==> src/rtl/packed_alu_pkg.sv <==
package packed_alu_pkg;

  localparam int unsigned OP_W   = 2;
  localparam int unsigned MODE_W = 3;
  localparam int unsigned MAX_LANES = 4;

  // operation codes
  localparam logic [OP_W-1:0] OP_ADD = 2'd0;
  localparam logic [OP_W-1:0] OP_SUB = 2'd1;
  localparam logic [OP_W-1:0] OP_XAS = 2'd2;  // upper add, lower sub
  localparam logic [OP_W-1:0] OP_XSA = 2'd3;  // upper sub, lower add

  // mode codes
  localparam logic [MODE_W-1:0] MD_WRAP  = 3'd0;
  localparam logic [MODE_W-1:0] MD_SHALF = 3'd1;
  localparam logic [MODE_W-1:0] MD_UHALF = 3'd2;
  localparam logic [MODE_W-1:0] MD_SSAT  = 3'd3;
  localparam logic [MODE_W-1:0] MD_USAT  = 3'd4;

  // strobes from control to datapath
  typedef struct packed {
    logic                 byteMode;
    logic                 swapHalves;
    logic [MAX_LANES-1:0] laneSub;
    logic                 signedOp;
    logic                 halve;
    logic                 saturate;
  } laneCtrl_t;

endpackage

==> src/rtl/packed_lane_unit.sv <==
module packed_lane_unit #(
  parameter int unsigned W = 16
) (
  input  logic [W-1:0] x,
  input  logic [W-1:0] y,
  input  logic         sub,
  input  logic         sgn,
  input  logic         halve,
  input  logic         sat,
  output logic [W-1:0] res,
  output logic         clamped
);

  logic [W:0] xExt;
  logic [W:0] yExt;
  logic [W:0] full;

  always_comb begin
    xExt = {sgn & x[W-1], x};
    yExt = {sgn & y[W-1], y};
    full = sub ? (xExt - yExt) : (xExt + yExt);
  end

  always_comb begin
    res     = full[W-1:0];
    clamped = 1'b0;
    if (halve) begin
      // guard bit kept: floor of the exact value divided by two
      res = full[W:1];
    end else if (sat) begin
      if (sgn) begin
        if (full[W] != full[W-1]) begin
          clamped = 1'b1;
          res     = full[W] ? {1'b1, {(W-1){1'b0}}} : {1'b0, {(W-1){1'b1}}};
        end
      end else if (full[W]) begin
        clamped = 1'b1;
        res     = sub ? {W{1'b0}} : {W{1'b1}};
      end
    end
  end

endmodule

==> src/rtl/packed_lane_ctrl.sv <==
module packed_lane_ctrl
  import packed_alu_pkg::*;
(
  input  logic              laneSel,
  input  logic [OP_W-1:0]   opSel,
  input  logic [MODE_W-1:0] modeSel,
  output laneCtrl_t         ctrl
);

  always_comb begin
    ctrl            = '0;
    ctrl.byteMode   = laneSel;
    ctrl.swapHalves = ~laneSel & opSel[1];
    for (int i = 0; i < int'(MAX_LANES); i++) begin
      ctrl.laneSub[i] = opSel[0];
    end
    if (!laneSel) begin
      // lane 1 (upper half): subtract for SUB and XSA
      ctrl.laneSub[1] = opSel[0];
      // lane 0 (lower half): subtract for SUB and XAS
      ctrl.laneSub[0] = opSel[0] ^ opSel[1];
    end
    ctrl.signedOp = (modeSel == MD_SHALF) || (modeSel == MD_SSAT);
    ctrl.halve    = (modeSel == MD_SHALF) || (modeSel == MD_UHALF);
    ctrl.saturate = (modeSel == MD_SSAT)  || (modeSel == MD_USAT);
  end

endmodule

==> src/rtl/packed_lane_datapath.sv <==
module packed_lane_datapath
  import packed_alu_pkg::*;
#(
  parameter int unsigned DATA_W   = 32,
  parameter int unsigned NARROW_W = 8
) (
  input  logic                                  clk,
  input  logic                                  rstN,
  input  logic [DATA_W-1:0]                     opA,
  input  logic [DATA_W-1:0]                     opB,
  input  laneCtrl_t                             ctrl,
  output logic [DATA_W-1:0]                     result,
  output logic [DATA_W/NARROW_W-1:0]            satFlag
);

  localparam int unsigned WIDE_LANES   = 2;
  localparam int unsigned HALF_W       = DATA_W / WIDE_LANES;
  localparam int unsigned NARROW_LANES = DATA_W / NARROW_W;

  logic [DATA_W-1:0]       halfRes;
  logic [WIDE_LANES-1:0]   halfFlag;
  logic [DATA_W-1:0]       byteRes;
  logic [NARROW_LANES-1:0] byteFlag;

  for (genvar g = 0; g < int'(WIDE_LANES); g++) begin : gHalf
    logic [HALF_W-1:0] ySel;
    assign ySel = ctrl.swapHalves ? opB[(WIDE_LANES-1-g)*HALF_W +: HALF_W]
                                  : opB[g*HALF_W +: HALF_W];
    packed_lane_unit #(.W(HALF_W)) uLane (
      .x      (opA[g*HALF_W +: HALF_W]),
      .y      (ySel),
      .sub    (ctrl.laneSub[g]),
      .sgn    (ctrl.signedOp),
      .halve  (ctrl.halve),
      .sat    (ctrl.saturate),
      .res    (halfRes[g*HALF_W +: HALF_W]),
      .clamped(halfFlag[g])
    );
  end

  for (genvar g = 0; g < int'(NARROW_LANES); g++) begin : gByte
    packed_lane_unit #(.W(NARROW_W)) uLane (
      .x      (opA[g*NARROW_W +: NARROW_W]),
      .y      (opB[g*NARROW_W +: NARROW_W]),
      .sub    (ctrl.laneSub[g]),
      .sgn    (ctrl.signedOp),
      .halve  (ctrl.halve),
      .sat    (ctrl.saturate),
      .res    (byteRes[g*NARROW_W +: NARROW_W]),
      .clamped(byteFlag[g])
    );
  end

  logic [DATA_W-1:0]       resNext;
  logic [NARROW_LANES-1:0] flagNext;

  always_comb begin
    if (ctrl.byteMode) begin
      resNext  = byteRes;
      flagNext = byteFlag;
    end else begin
      resNext  = halfRes;
      flagNext = {{(NARROW_LANES-WIDE_LANES){1'b0}}, halfFlag};
    end
  end

  always_ff @(posedge clk or negedge rstN) begin
    if (!rstN) begin
      result  <= '0;
      satFlag <= '0;
    end else begin
      result  <= resNext;
      satFlag <= flagNext;
    end
  end

endmodule

==> src/rtl/packed_lane_alu.sv <==
module packed_lane_alu
  import packed_alu_pkg::*;
#(
  parameter int unsigned DATA_W   = 32,
  parameter int unsigned NARROW_W = 8
) (
  input  logic                       clk,
  input  logic                       rstN,
  input  logic [DATA_W-1:0]          opA,
  input  logic [DATA_W-1:0]          opB,
  input  logic                       laneSel,
  input  logic [1:0]                 opSel,
  input  logic [2:0]                 modeSel,
  output logic [DATA_W-1:0]          result,
  output logic [DATA_W/NARROW_W-1:0] satFlag
);

  laneCtrl_t ctrl;

  packed_lane_ctrl uCtrl (
    .laneSel(laneSel),
    .opSel  (opSel),
    .modeSel(modeSel),
    .ctrl   (ctrl)
  );

  packed_lane_datapath #(.DATA_W(DATA_W), .NARROW_W(NARROW_W)) uPath (
    .clk    (clk),
    .rstN   (rstN),
    .opA    (opA),
    .opB    (opB),
    .ctrl   (ctrl),
    .result (result),
    .satFlag(satFlag)
  );

endmodule

==> config.mk <==
export PLATFORM = sky130hd
export DESIGN_NAME = packed_lane_alu
export DESIGN_NICKNAME = d
export VERILOG_FILES = /design/src/rtl/packed_alu_pkg.sv /design/src/rtl/packed_lane_unit.sv /design/src/rtl/packed_lane_ctrl.sv /design/src/rtl/packed_lane_datapath.sv /design/src/rtl/packed_lane_alu.sv
export SDC_FILE = /design/constraint.sdc
export NUM_CORES = 1
export LEC_CHECK = 0
export CAP_MARGIN = 30
export CELL_PAD_IN_SITES_DETAIL_PLACEMENT = 1
export CELL_PAD_IN_SITES_GLOBAL_PLACEMENT = 1
export CORE_MARGIN = 3
export CORE_UTILIZATION = 40
export CTS_BUF_LIST = sky130_fd_sc_hd__clkbuf_4 sky130_fd_sc_hd__clkbuf_8
export CTS_CLUSTER_DIAMETER = 100
export CTS_CLUSTER_SIZE = 14
export DETAILED_ROUTE_END_ITERATION = 12
export PLACE_DENSITY = 0.9
export SETUP_SLACK_MARGIN = 0.3
export SYNTH_ARGS = -nofsm -noshare
export SYNTH_HDL_FRONTEND = slang
export SYNTH_SLANG_ARGS = --single-unit
==> constraint.sdc <==
create_clock -name clk -period 1.1 [get_ports clk]
set_clock_uncertainty 0.15 [all_clocks]
set_input_delay 0.165 -clock clk [delete_from_list [all_inputs] [get_ports clk]]
set_output_delay 0.165 -clock clk [all_outputs]
set_load 0.02 [all_outputs]
==> Implementation_results.wiki, run 1 <==
{| class="wikitable"
! Metric !! Value
|-
| Commonest register cell after synthesis || sky130_fd_sc_hd__dfrtp_1
|-
| Count of distinct cell types in the synthesized netlist || 91
|-
| Global routing usage summed across all routing layers || between 70% and 80%
|-
| Maximum buffer depth of the clock tree || 2
|-
| Pin count of the biggest net entering global routing || around 40
|-
| Synth warn || 0
|-
| Fraction of synthesis flops using an asynchronous set or reset pin || between 90% and 100%
|-
| Global placement routability congestion || a little under 1
|-
| CTS Buf Count || 5
|-
| Total clock sinks || 36
|-
| Flip-flop and latch count after synthesis || 36
|-
| Count of flip-flops with a built-in enable after synthesis || 0
|-
| Cell at the root of the clock tree || sky130_fd_sc_hd__clkbuf_8
|-
| Post-synthesis instance total || 1153
|-
| Net Count, Synth || 1301
|-
| Status || did not finish
|-
| Average instance area after synthesis || slightly above 7 um^2
|-
| Quantity of I/O buffers inserted on ports || 107
|-
| HPWL reported at the end of detailed placement || 40000 um
|-
| Sequential-to-total area share from yosys stat || a little over a tenth
|-
| Post-Place Setup Slack || -3.93 ns
|-
| Die outline height || about 150 um
|-
| Row Count || 52
|-
| Io pins || around 110
|-
| Global route overflow || 3
|-
| Halt point of the flow || 5_1_grt
|-
| First error message || [ERROR GRT-0232] Routing congestion too high. Check the congestion heatmap in the GUI.
|-
| Horizontal die dimension || roughly 150 um
|-
| Netlist area before placement || 8280 um^2
|-
| Initial Util || roughly two fifths
|-
| Number of levels the H-tree was split into || 2
|}
==> synth_stat cells, drive strengths merged (24+ instances only) <==
cell type  number  share of area (%)
o21ai          70                4.2
nor3           44                2.7
ha             70                 11
xnor2          78                8.5
dfrtp          36                 11
nand2          94                4.3
xor2           27                2.9
clkbuf         50                2.3
a21oi         107                6.5
inv            36                1.6
nor2          124                5.7
nand3          32                1.9
mux2i          24                3.1
a211oi         25                2.5
==> timing repair <==
action | 4_1_cts
buffers inserted | 42
cloned | 2
pin swaps | 109
endpoints found under the setup margin | 72
gates resized for setup | 444
hold endpoints to repair | 36
==> routing by layer <==
| layer | GRT usage, % | GRT overflow |
|---|---|---|
| met2 | 88.6 | 2 |
| met1 | 72.1 | 0 |
| met5 | 20.5 | 0 |
| met3 | 58.9 | 0 |
| met4 | 75.2 | 1 |
==> through the flow <==
step                instance area (um^2)  setup TNS (ns)  hold WS, ns  std cells  utilization, %
floorplan                           8630         -103.53       -0.281       1153               -
global placement                   12600         -126.01       -0.113       1855            62.3
detailed placement                 12600         -137.02       -0.109       1855            62.3
CTS                                13800         -104.17       -0.441       1906            67.9
==> cell families after synthesis <==
kind of cell,Yosys count,share of synthesized area [%]
AO/OA/AOI/OAI,405,33.4
adder cells (fa/ha/maj),76,12.0
buffers and inverters,106,5.09
multiplexers,29,4.00
AND/OR/NAND/NOR,396,23.3
flip-flops,36,10.9
XOR/XNOR,105,11.4
==> inputs of run 2 (changes only) <==
- CELL_PAD_IN_SITES_DETAIL_PLACEMENT: 1 -> not set
- CELL_PAD_IN_SITES_GLOBAL_PLACEMENT: 1 -> not set
- CORE_UTILIZATION: 40 -> 25
- CTS_BUF_LIST: sky130_fd_sc_hd__clkbuf_4 sky130_fd_sc_hd__clkbuf_8 -> not set
- CTS_CLUSTER_DIAMETER: 100 -> not set
- CTS_CLUSTER_SIZE: 14 -> not set
- PLACE_DENSITY: 0.9 -> not set
- PLACE_DENSITY_LB_ADDON: not set -> 0.15
- SETUP_SLACK_MARGIN: 0.3 -> not set
==> Implementation_results.wiki, run 2 <==
{| class="wikitable"
! Metric !! Value
|-
| Class of the tightest hold or removal check || in -> async
|-
| Count of distinct cell types in the synthesized netlist || 91 (unchanged)
|-
| Synth warn || 0 (unchanged)
|-
| Net Count, Synth || 1301 (unchanged)
|-
| Via density per instance || between 5 and 6
|-
| CTS tree || done
|-
| Global-route wire length before repair || 60500 um
|-
| Count of flip-flops with a built-in enable after synthesis || 0 (unchanged)
|-
| Global routing usage summed across all routing layers || a little over a fifth
|-
| Average detailed-routed wire length per instance || about 18 um
|-
| Clock slew seen by the registers of the worst setup and hold paths || ~0.060 ns
|-
| Pre-antenna DRT Iters || 5
|-
| Floorplan core area || roughly 33000 um^2
|-
| Failing checks || negative setup slack
|-
| HPWL reported at the end of detailed placement || 32400 um (-19%)
|-
| Slew at the pin closest to its max-slew limit || approximately 0.85 ns
|-
| Flip-flop and latch count after synthesis || 36 (unchanged)
|-
| Unrepaired setup endpoints after global routing || yes
|-
| Status || complete, but fails checks
|-
| Most used standard cells in the synthesized netlist || sky130_fd_sc_hd__nor2_1, sky130_fd_sc_hd__a21oi_1, sky130_fd_sc_hd__nand2_1
|-
| Portion of synthesized cell area occupied by the leading cell type || 10.9% (unchanged)
|-
| Leading cell types in the layout, fill and taps excluded || sky130_fd_sc_hd__buf_4, sky130_fd_sc_hd__nor2_1, sky130_fd_sc_hd__nand2_1, sky130_fd_sc_hd__buf_6, sky130_fd_sc_hd__a21oi_1
|-
| Worst relative slew slack || a little over two fifths
|-
| CTS Buf Count || 5 (unchanged)
|-
| Total clock sinks || 36 (unchanged)
|-
| Crit Path Max Fanout || 8
|-
| Global placement routability congestion || 0.895 (-7.9%)
|-
| Number of hold violations in the final report || 0
|-
| Vias in the first global route || roughly 11000
|-
| Row Count || 66 (+27%)
|-
| Quantity of I/O buffers inserted on ports || 107 (unchanged)
|-
| Flip-flop count of the largest register, all copies and words added || 32
|-
| Post-route setup slack || -2.87 ns
|-
| Critical path capture point type || register
|-
| Type of element launching the critical path || primary input
|-
| Number of antenna cells inserted || 0
|-
| Compound-Gate Fraction of Synth Area || 33.4% (unchanged)
|-
| Count of placed standard cells including taps || 2077 (+12%)
|-
| Library cell with the highest instance count after synthesis || sky130_fd_sc_hd__nor2_1
|-
| Final worst path period need || between 3 and 4 ns
|-
| Area growth from synthesis to layout || 81.1%
|-
| Die outline height || 188 um (+25%)
|-
| Global route overflow || 0
|-
| Horizontal die dimension || 188 um (+25%)
|-
| Via count || between 10000 and 15000
|-
| Tightest hold margin || about 0.21 ns
|-
| Adder-cell area share of the yosys netlist || 12.0% (unchanged)
|-
| Top cells by area in the synthesized netlist || sky130_fd_sc_hd__dfrtp_1, sky130_fd_sc_hd__ha_1, sky130_fd_sc_hd__xnor2_1
|-
| Commonest register cell after synthesis || sky130_fd_sc_hd__dfrtp_1
|-
| Placed instance area || 13300 um^2 (+5.2%)
|-
| Share of final-layout standard cells stronger than drive strength 1 || ~45%
|-
| Leading area contributor after synthesis || sky130_fd_sc_hd__dfrtp_1
|-
| Achievable frequency || around 0.25 GHz
|-
| Arrival time at the worst endpoint || between 4 and 5 ns
|-
| Total detailed-routing wirelength || between 30000 and 40000 um
|-
| Nets || between 1500 and 2000
|-
| Power per cell area || about 1200 nW/um^2
|-
| Simple-Gate Fraction of Synth Area || 23.3% (unchanged)
|-
| Cell at the root of the clock tree || sky130_fd_sc_hd__clkbuf_16
|-
| Share of synthesized area spent on multiplexers || 4.00% (unchanged)
|-
| Dominant combinational cell family by area after synthesis || compound AO/OA/AOI/OAI gates
|-
| Kind of critical path || in -> reg
|-
| DRC marker count from the first detailed-route iteration || about 700
|-
| Antenna viol nets, final || 0
|-
| Initial Util || 25.4% (-15 points)
|-
| Post-synthesis instance total || 1153 (unchanged)
|-
| Die area || about 35000 um^2
|-
| Io pins || 108 (unchanged)
|-
| Fraction of synthesis flops using an asynchronous set or reset pin || 100% (unchanged)
|-
| Initial antenna violation count || 0
|-
| Most common library cell in the layout ignoring fill and taps || sky130_fd_sc_hd__buf_4
|-
| Register with the most flip-flops || uPath.result
|-
| Final Instance Count excl. Fillers || 2144
|-
| Average instance area after synthesis || 7.18 um^2 (unchanged)
|-
| Post-route clock period utilization || 361%
|-
| Largest registers || uPath.result x32, uPath.satFlag x4
|-
| Maximum buffer depth of the clock tree || 2 (unchanged)
|-
| Pin count of the biggest net entering global routing || between 40 and 50
|-
| Remaining routing DRC violations || 0
|-
| Sequential-to-total area share from yosys stat || 10.9% (unchanged)
|-
| Worst-case vdd ir drop || 0.000699 V
|-
| Synth Area in XOR/XNOR || 11.4% (unchanged)
|-
| Number of maximum-capacitance constraint violations || 0
|-
| Max-slew violation count || 0
|-
| Cell area after layout || 15000 um^2
|-
| Static power due to leakage || roughly 6.7 nW
|-
| Number of levels the H-tree was split into || 2 (unchanged)
|-
| Total of endpoints with negative setup slack in the final report || 61
|-
| Required time reported for the critical path endpoint || about 1.1 ns
|-
| Netlist area before placement || 8280 um^2 (unchanged)
|}
==> run 2: layer usage <==
layer  routed length, um  track usage (%)  vias up
li1                    -                -     5410
met1               18400             30.1     5226
met2               18600             36.3      326
met3                2040             2.41       34
met4                 601             3.78        0
met5                   0                0        -
==> run 2: critical path: stages <==
cell and delay (ns):
sky130_fd_sc_hd__buf_2 0.13, sky130_fd_sc_hd__buf_4 0.18, sky130_fd_sc_hd__nor4_4 0.27, sky130_fd_sc_hd__mux2_4 0.22
sky130_fd_sc_hd__nand2_4 0.07, sky130_fd_sc_hd__o311ai_4 0.26, sky130_fd_sc_hd__o31ai_2 0.12, sky130_fd_sc_hd__xnor2_1 0.28
sky130_fd_sc_hd__ha_1 0.32, sky130_fd_sc_hd__buf_6 0.14, sky130_fd_sc_hd__a21oi_4 0.13, sky130_fd_sc_hd__o21ai_4 0.09
sky130_fd_sc_hd__o41ai_4 0.42, sky130_fd_sc_hd__a21oi_2 0.14, sky130_fd_sc_hd__nand3b_1 0.21, sky130_fd_sc_hd__buf_6 0.16
sky130_fd_sc_hd__mux2i_4 0.30, sky130_fd_sc_hd__nor2_4 0.13, sky130_fd_sc_hd__a211oi_2 0.27
==> run 2: cell families after synthesis <==
| family | Yosys count |
|---|---|
| AOI/OAI and AO/OA | 405 |
| xor gates and xnor gates | 105 |
| adders and majority gates | 76 |
| buffers and inverters | 106 |
| DFF | 36 |
| muxes | 29 |
| and+or+nand+nor | 396 |
==> run 2: timing repair <==
item	in CTS	in global routing
endpoints found under the hold margin	36	0
gates resized for setup	431	107
gates cloned	2	1
setup buffers	33	26
setup endpoints to repair	72	72
pin swaps	107	81
hold buffers	1	0
==> run 2: worst paths after layout <==
kind	startpoint	end	slack, ns	cells after the start
worst max-delay path	opB[18]	uPath.result[14]$_DFF_PN0_	-2.87	19
min in group clk	opB[0]	uPath.result[0]$_DFF_PN0_	0.41	5
max in group asynchronous	rstN	uPath.result[4]$_DFF_PN0_	0.38	3
worst min-delay path	rstN	uPath.result[28]$_DFF_PN0_	0.21	3
==> run 2: report_power, final <==
group | total, mW | switching (mW) | internal, mW
clock | 1.50 | 0.553 | 0.950
combinational | 14.6 | 7.27 | 7.33
sequential | 1.95 | 0.205 | 1.74
==> run 2: area by class of cell <==
| class | instances | area (um^2) |
|---|---|---|
| multi-input cells | 1014 | 8160 |
| clock buffers | 7 | 153 |
| repair buffers | 608 | 5090 |
| inverters | 37 | 143 |
| well taps | 442 | 553 |
| fillers | 3356 | 17600 |
| flip-flops and latches | 36 | 901 |
==> run 2: per-stage QoR <==
step / setup WS, ns / total power [mW] / util, % / TNS, ns
after global routing: -3.00 / 19.2 / 46.0 / -103.43
after detailed placement: -3.82 / 14.4 / 40.8 / -135.53
after CTS: -2.90 / 17.2 / 44.2 / -98.37
after global placement: -3.85 / 14.4 / 40.8 / -135.93
final: -2.87 / 18.1 / 46.0 / -97.79
after floorplan: -3.11 / 8.27 / - / -103.53
Power figures use the tool's default switching activity.
==> inputs of run 3 (changes only) <==
- PLACE_DENSITY: not set -> 0.51
- PLACE_DENSITY_LB_ADDON: 0.15 -> not set
- RECOVER_POWER: not set -> 50
==> Implementation_results.wiki, run 3 (synthesis results as in run 2) <==
{| class="wikitable"
! Metric !! Value
|-
| Total detailed-routing wirelength || 38900 um (-2.0%)
|-
| Power per cell area || 1210 nW/um^2 (+0.44%)
|-
| Tightest hold margin || 0.300 ns (+0.0856 ns)
|-
| HPWL reported at the end of detailed placement || 31800 um (-1.8%)
|-
| Vias in the first global route || 10628 (-0.085%)
|-
| Row Count || 66 (unchanged)
|-
| Status || complete, but fails checks
|-
| Die area || 35400 um^2 (unchanged)
|-
| Number of hold violations in the final report || 0 (unchanged)
|-
| Global routing usage summed across all routing layers || 21.0% (-0.56 points)
|-
| Post-route clock period utilization || 358% (-3.4 points)
|-
| CTS Buf Count || 5 (unchanged)
|-
| Class of the tightest hold or removal check || in -> async
|-
| Antenna viol nets, final || 0 (unchanged)
|-
| Share of final-layout standard cells stronger than drive strength 1 || 43.2% (-1.8 points)
|-
| Unrepaired setup endpoints after global routing || yes
|-
| Initial Util || 25.4% (unchanged)
|-
| Leading cell types in the layout, fill and taps excluded || sky130_fd_sc_hd__buf_4, sky130_fd_sc_hd__nor2_1, sky130_fd_sc_hd__nand2_1, sky130_fd_sc_hd__a21oi_1, sky130_fd_sc_hd__xnor2_1
|-
| Post-Place Setup Slack || -3.76 ns (+0.0599 ns)
|-
| Horizontal die dimension || 188 um (unchanged)
|-
| Critical path capture point type || register
|-
| Initial antenna violation count || 0 (unchanged)
|-
| Total of endpoints with negative setup slack in the final report || 66 (+8.2%)
|-
| Area growth from synthesis to layout || 74.8%
|-
| Max-slew violation count || 0 (unchanged)
|-
| DRC marker count from the first detailed-route iteration || 931 (+31%)
|-
| Slew at the pin closest to its max-slew limit || 0.826 ns (-0.0233 ns)
|-
| Arrival time at the worst endpoint || 3.94 ns (-0.07 ns)
|-
| Nets || 1804 (-2.5%)
|-
| Pin count of the biggest net entering global routing || 42 (-2.3%)
|-
| Floorplan core area || 32600 um^2 (unchanged)
|-
| Largest registers || uPath.result x32, uPath.satFlag x4
|-
| Number of antenna cells inserted || 0 (unchanged)
|-
| Register with the most flip-flops || uPath.result
|-
| Static power due to leakage || 6.40 nW (-4.7%)
|-
| Remaining routing DRC violations || 0 (unchanged)
|-
| Final worst path period need || 3.93 ns (-0.0370 ns)
|-
| Kind of critical path || in -> reg
|-
| Io pins || 108 (unchanged)
|-
| Failing checks || negative setup slack
|-
| Quantity of I/O buffers inserted on ports || 107 (unchanged)
|-
| Total clock sinks || 36 (unchanged)
|-
| Average detailed-routed wire length per instance || 18.5 um (+0.12%)
|-
| Type of element launching the critical path || primary input
|-
| Global route overflow || 0 (unchanged)
|-
| CTS tree || done
|-
| Post-route setup slack || -2.83 ns (+0.0370 ns)
|-
| Required time reported for the critical path endpoint || 1.10 ns (-0.04 ns)
|-
| Final Util || 44.4% (-1.6 points)
|-
| Die outline height || 188 um (unchanged)
|-
| Via count || 10952 (-0.40%)
|-
| Achievable frequency || 0.254 GHz (+0.94%)
|-
| Flip-flop count of the largest register, all copies and words added || 32 (unchanged)
|-
| Global placement routability congestion || 0.923 (+3.1%)
|-
| Pre-antenna DRT Iters || 6 (+1)
|-
| Worst-case vdd ir drop || 0.000785 V (+12%)
|-
| Global-route wire length before repair || 59500 um (-1.7%)
|-
| Via density per instance || 5.22 (+1.7%)
|-
| Overall power || 17.5 mW (-3.1%)
|-
| Clock slew seen by the registers of the worst setup and hold paths || 0.06 ns (about the same)
|-
| Setup TNS Final || -97.27 ns (+0.527 ns)
|-
| Crit Path Max Fanout || 5 (-3)
|-
| Number of levels the H-tree was split into || 2 (unchanged)
|-
| Number of maximum-capacitance constraint violations || 0 (unchanged)
|-
| Maximum buffer depth of the clock tree || 2 (unchanged)
|-
| Cell at the root of the clock tree || sky130_fd_sc_hd__clkbuf_16
|-
| Most common library cell in the layout ignoring fill and taps || sky130_fd_sc_hd__buf_4
|-
| Worst relative slew slack || 44.6% (+1.6 points)
|}
==> run 3: changes by cell type in the layout (fill, tap and decap cells not counted), moves of 5 or more <==
cell,before,now
sky130_fd_sc_hd__buf_4,456,431
sky130_fd_sc_hd__ha_1,62,53
sky130_fd_sc_hd__ha_4,4,9
sky130_fd_sc_hd__buf_6,80,61
sky130_fd_sc_hd__xnor2_1,62,67
==> run 3: through the flow <==
stage | instance area [um^2] | std cells
final | 14500 | 2099
after detailed placement | 13000 | 2047
after global routing | 14500 | 2099
after CTS | 13900 | 2082
after global placement | 13000 | 2047
after floorplan | 8630 | 1153
==> run 3: timing repair <==
item                       4_1_cts  5_1_grt
setup endpoints to repair       72       72
gates resized for setup        404       95
pin swaps                       98       64
hold endpoints to repair        36        0
cloned                           1        1
buffers inserted                25       19
hold buffers                     1        0
==> run 3: critical path, stage by stage <==
cell and delay, ns:
sky130_fd_sc_hd__buf_6 0.10, sky130_fd_sc_hd__or3_4 0.42, sky130_fd_sc_hd__nor3b_4 0.25, sky130_fd_sc_hd__and3_4 0.23
sky130_fd_sc_hd__buf_4 0.11, sky130_fd_sc_hd__nand2_1 0.06, sky130_fd_sc_hd__o21ai_2 0.08, sky130_fd_sc_hd__nand2_1 0.06
sky130_fd_sc_hd__nand2_1 0.08, sky130_fd_sc_hd__a21bo_2 0.23, sky130_fd_sc_hd__xor2_1 0.17, sky130_fd_sc_hd__ha_1 0.34
sky130_fd_sc_hd__a21o_1 0.18, sky130_fd_sc_hd__a211oi_2 0.17, sky130_fd_sc_hd__o21ai_1 0.09, sky130_fd_sc_hd__o22a_2 0.30
sky130_fd_sc_hd__buf_12 0.17, sky130_fd_sc_hd__xnor2_4 0.16, sky130_fd_sc_hd__buf_4 0.18, sky130_fd_sc_hd__o31ai_2 0.24
sky130_fd_sc_hd__o2111ai_1 0.16
==> run 3: metal layers <==
| layer | routed length (um) | vias up | global-route usage (%) | share of wire (%) |
|---|---|---|---|---|
| li1 | - | 5314 | - | - |
| met1 | 17600 | 5229 | 28.7 | 45 |
| met2 | 18400 | 356 | 35.7 | 47 |
| met3 | 1880 | 53 | 1.85 | 4.8 |
| met4 | 947 | 0 | 5.22 | 2.4 |
| met5 | 0 | - | 0 | 0 |
==> run 3: worst max path at each step <==
stage                     startpoint                         end  slack (ns)  cells after the start
after floorplan               opB[2]  uPath.result[13]$_DFF_PN0_       -3.11                     18
after global routing          opB[2]  uPath.result[13]$_DFF_PN0_       -3.04                     20
after detailed placement      opB[1]  uPath.result[30]$_DFF_PN0_       -3.76                     20
after CTS                    opB[27]  uPath.result[12]$_DFF_PN0_       -2.85                     17
final                        opB[18]  uPath.result[26]$_DFF_PN0_       -2.83                     21
after global placement        opB[1]  uPath.result[30]$_DFF_PN0_       -3.77                     20
==> run 3: final cells by class <==
class | instances | area (um^2)
sequential | 36 | 901
clock buffer | 6 | 129
clock inverter | 2 | 35.0
fill | 3269 | 18100
inverter | 37 | 140
multi-input combinational | 1013 | 8060
tap | 442 | 553
timing repair buffer | 563 | 4660
==> run 3: where the power goes <==
part           leakage, nW  internal (mW)  switching (mW)
combinational         5.89           6.94            6.97
clock               0.0808           1.07           0.581
sequential           0.431           1.74           0.208
==> inputs of run 4 (changes only) <==
- RECOVER_POWER: 50 -> 25
==> results of run 4 <==
Final layout, timing and power as in run 3 (identical DEF).
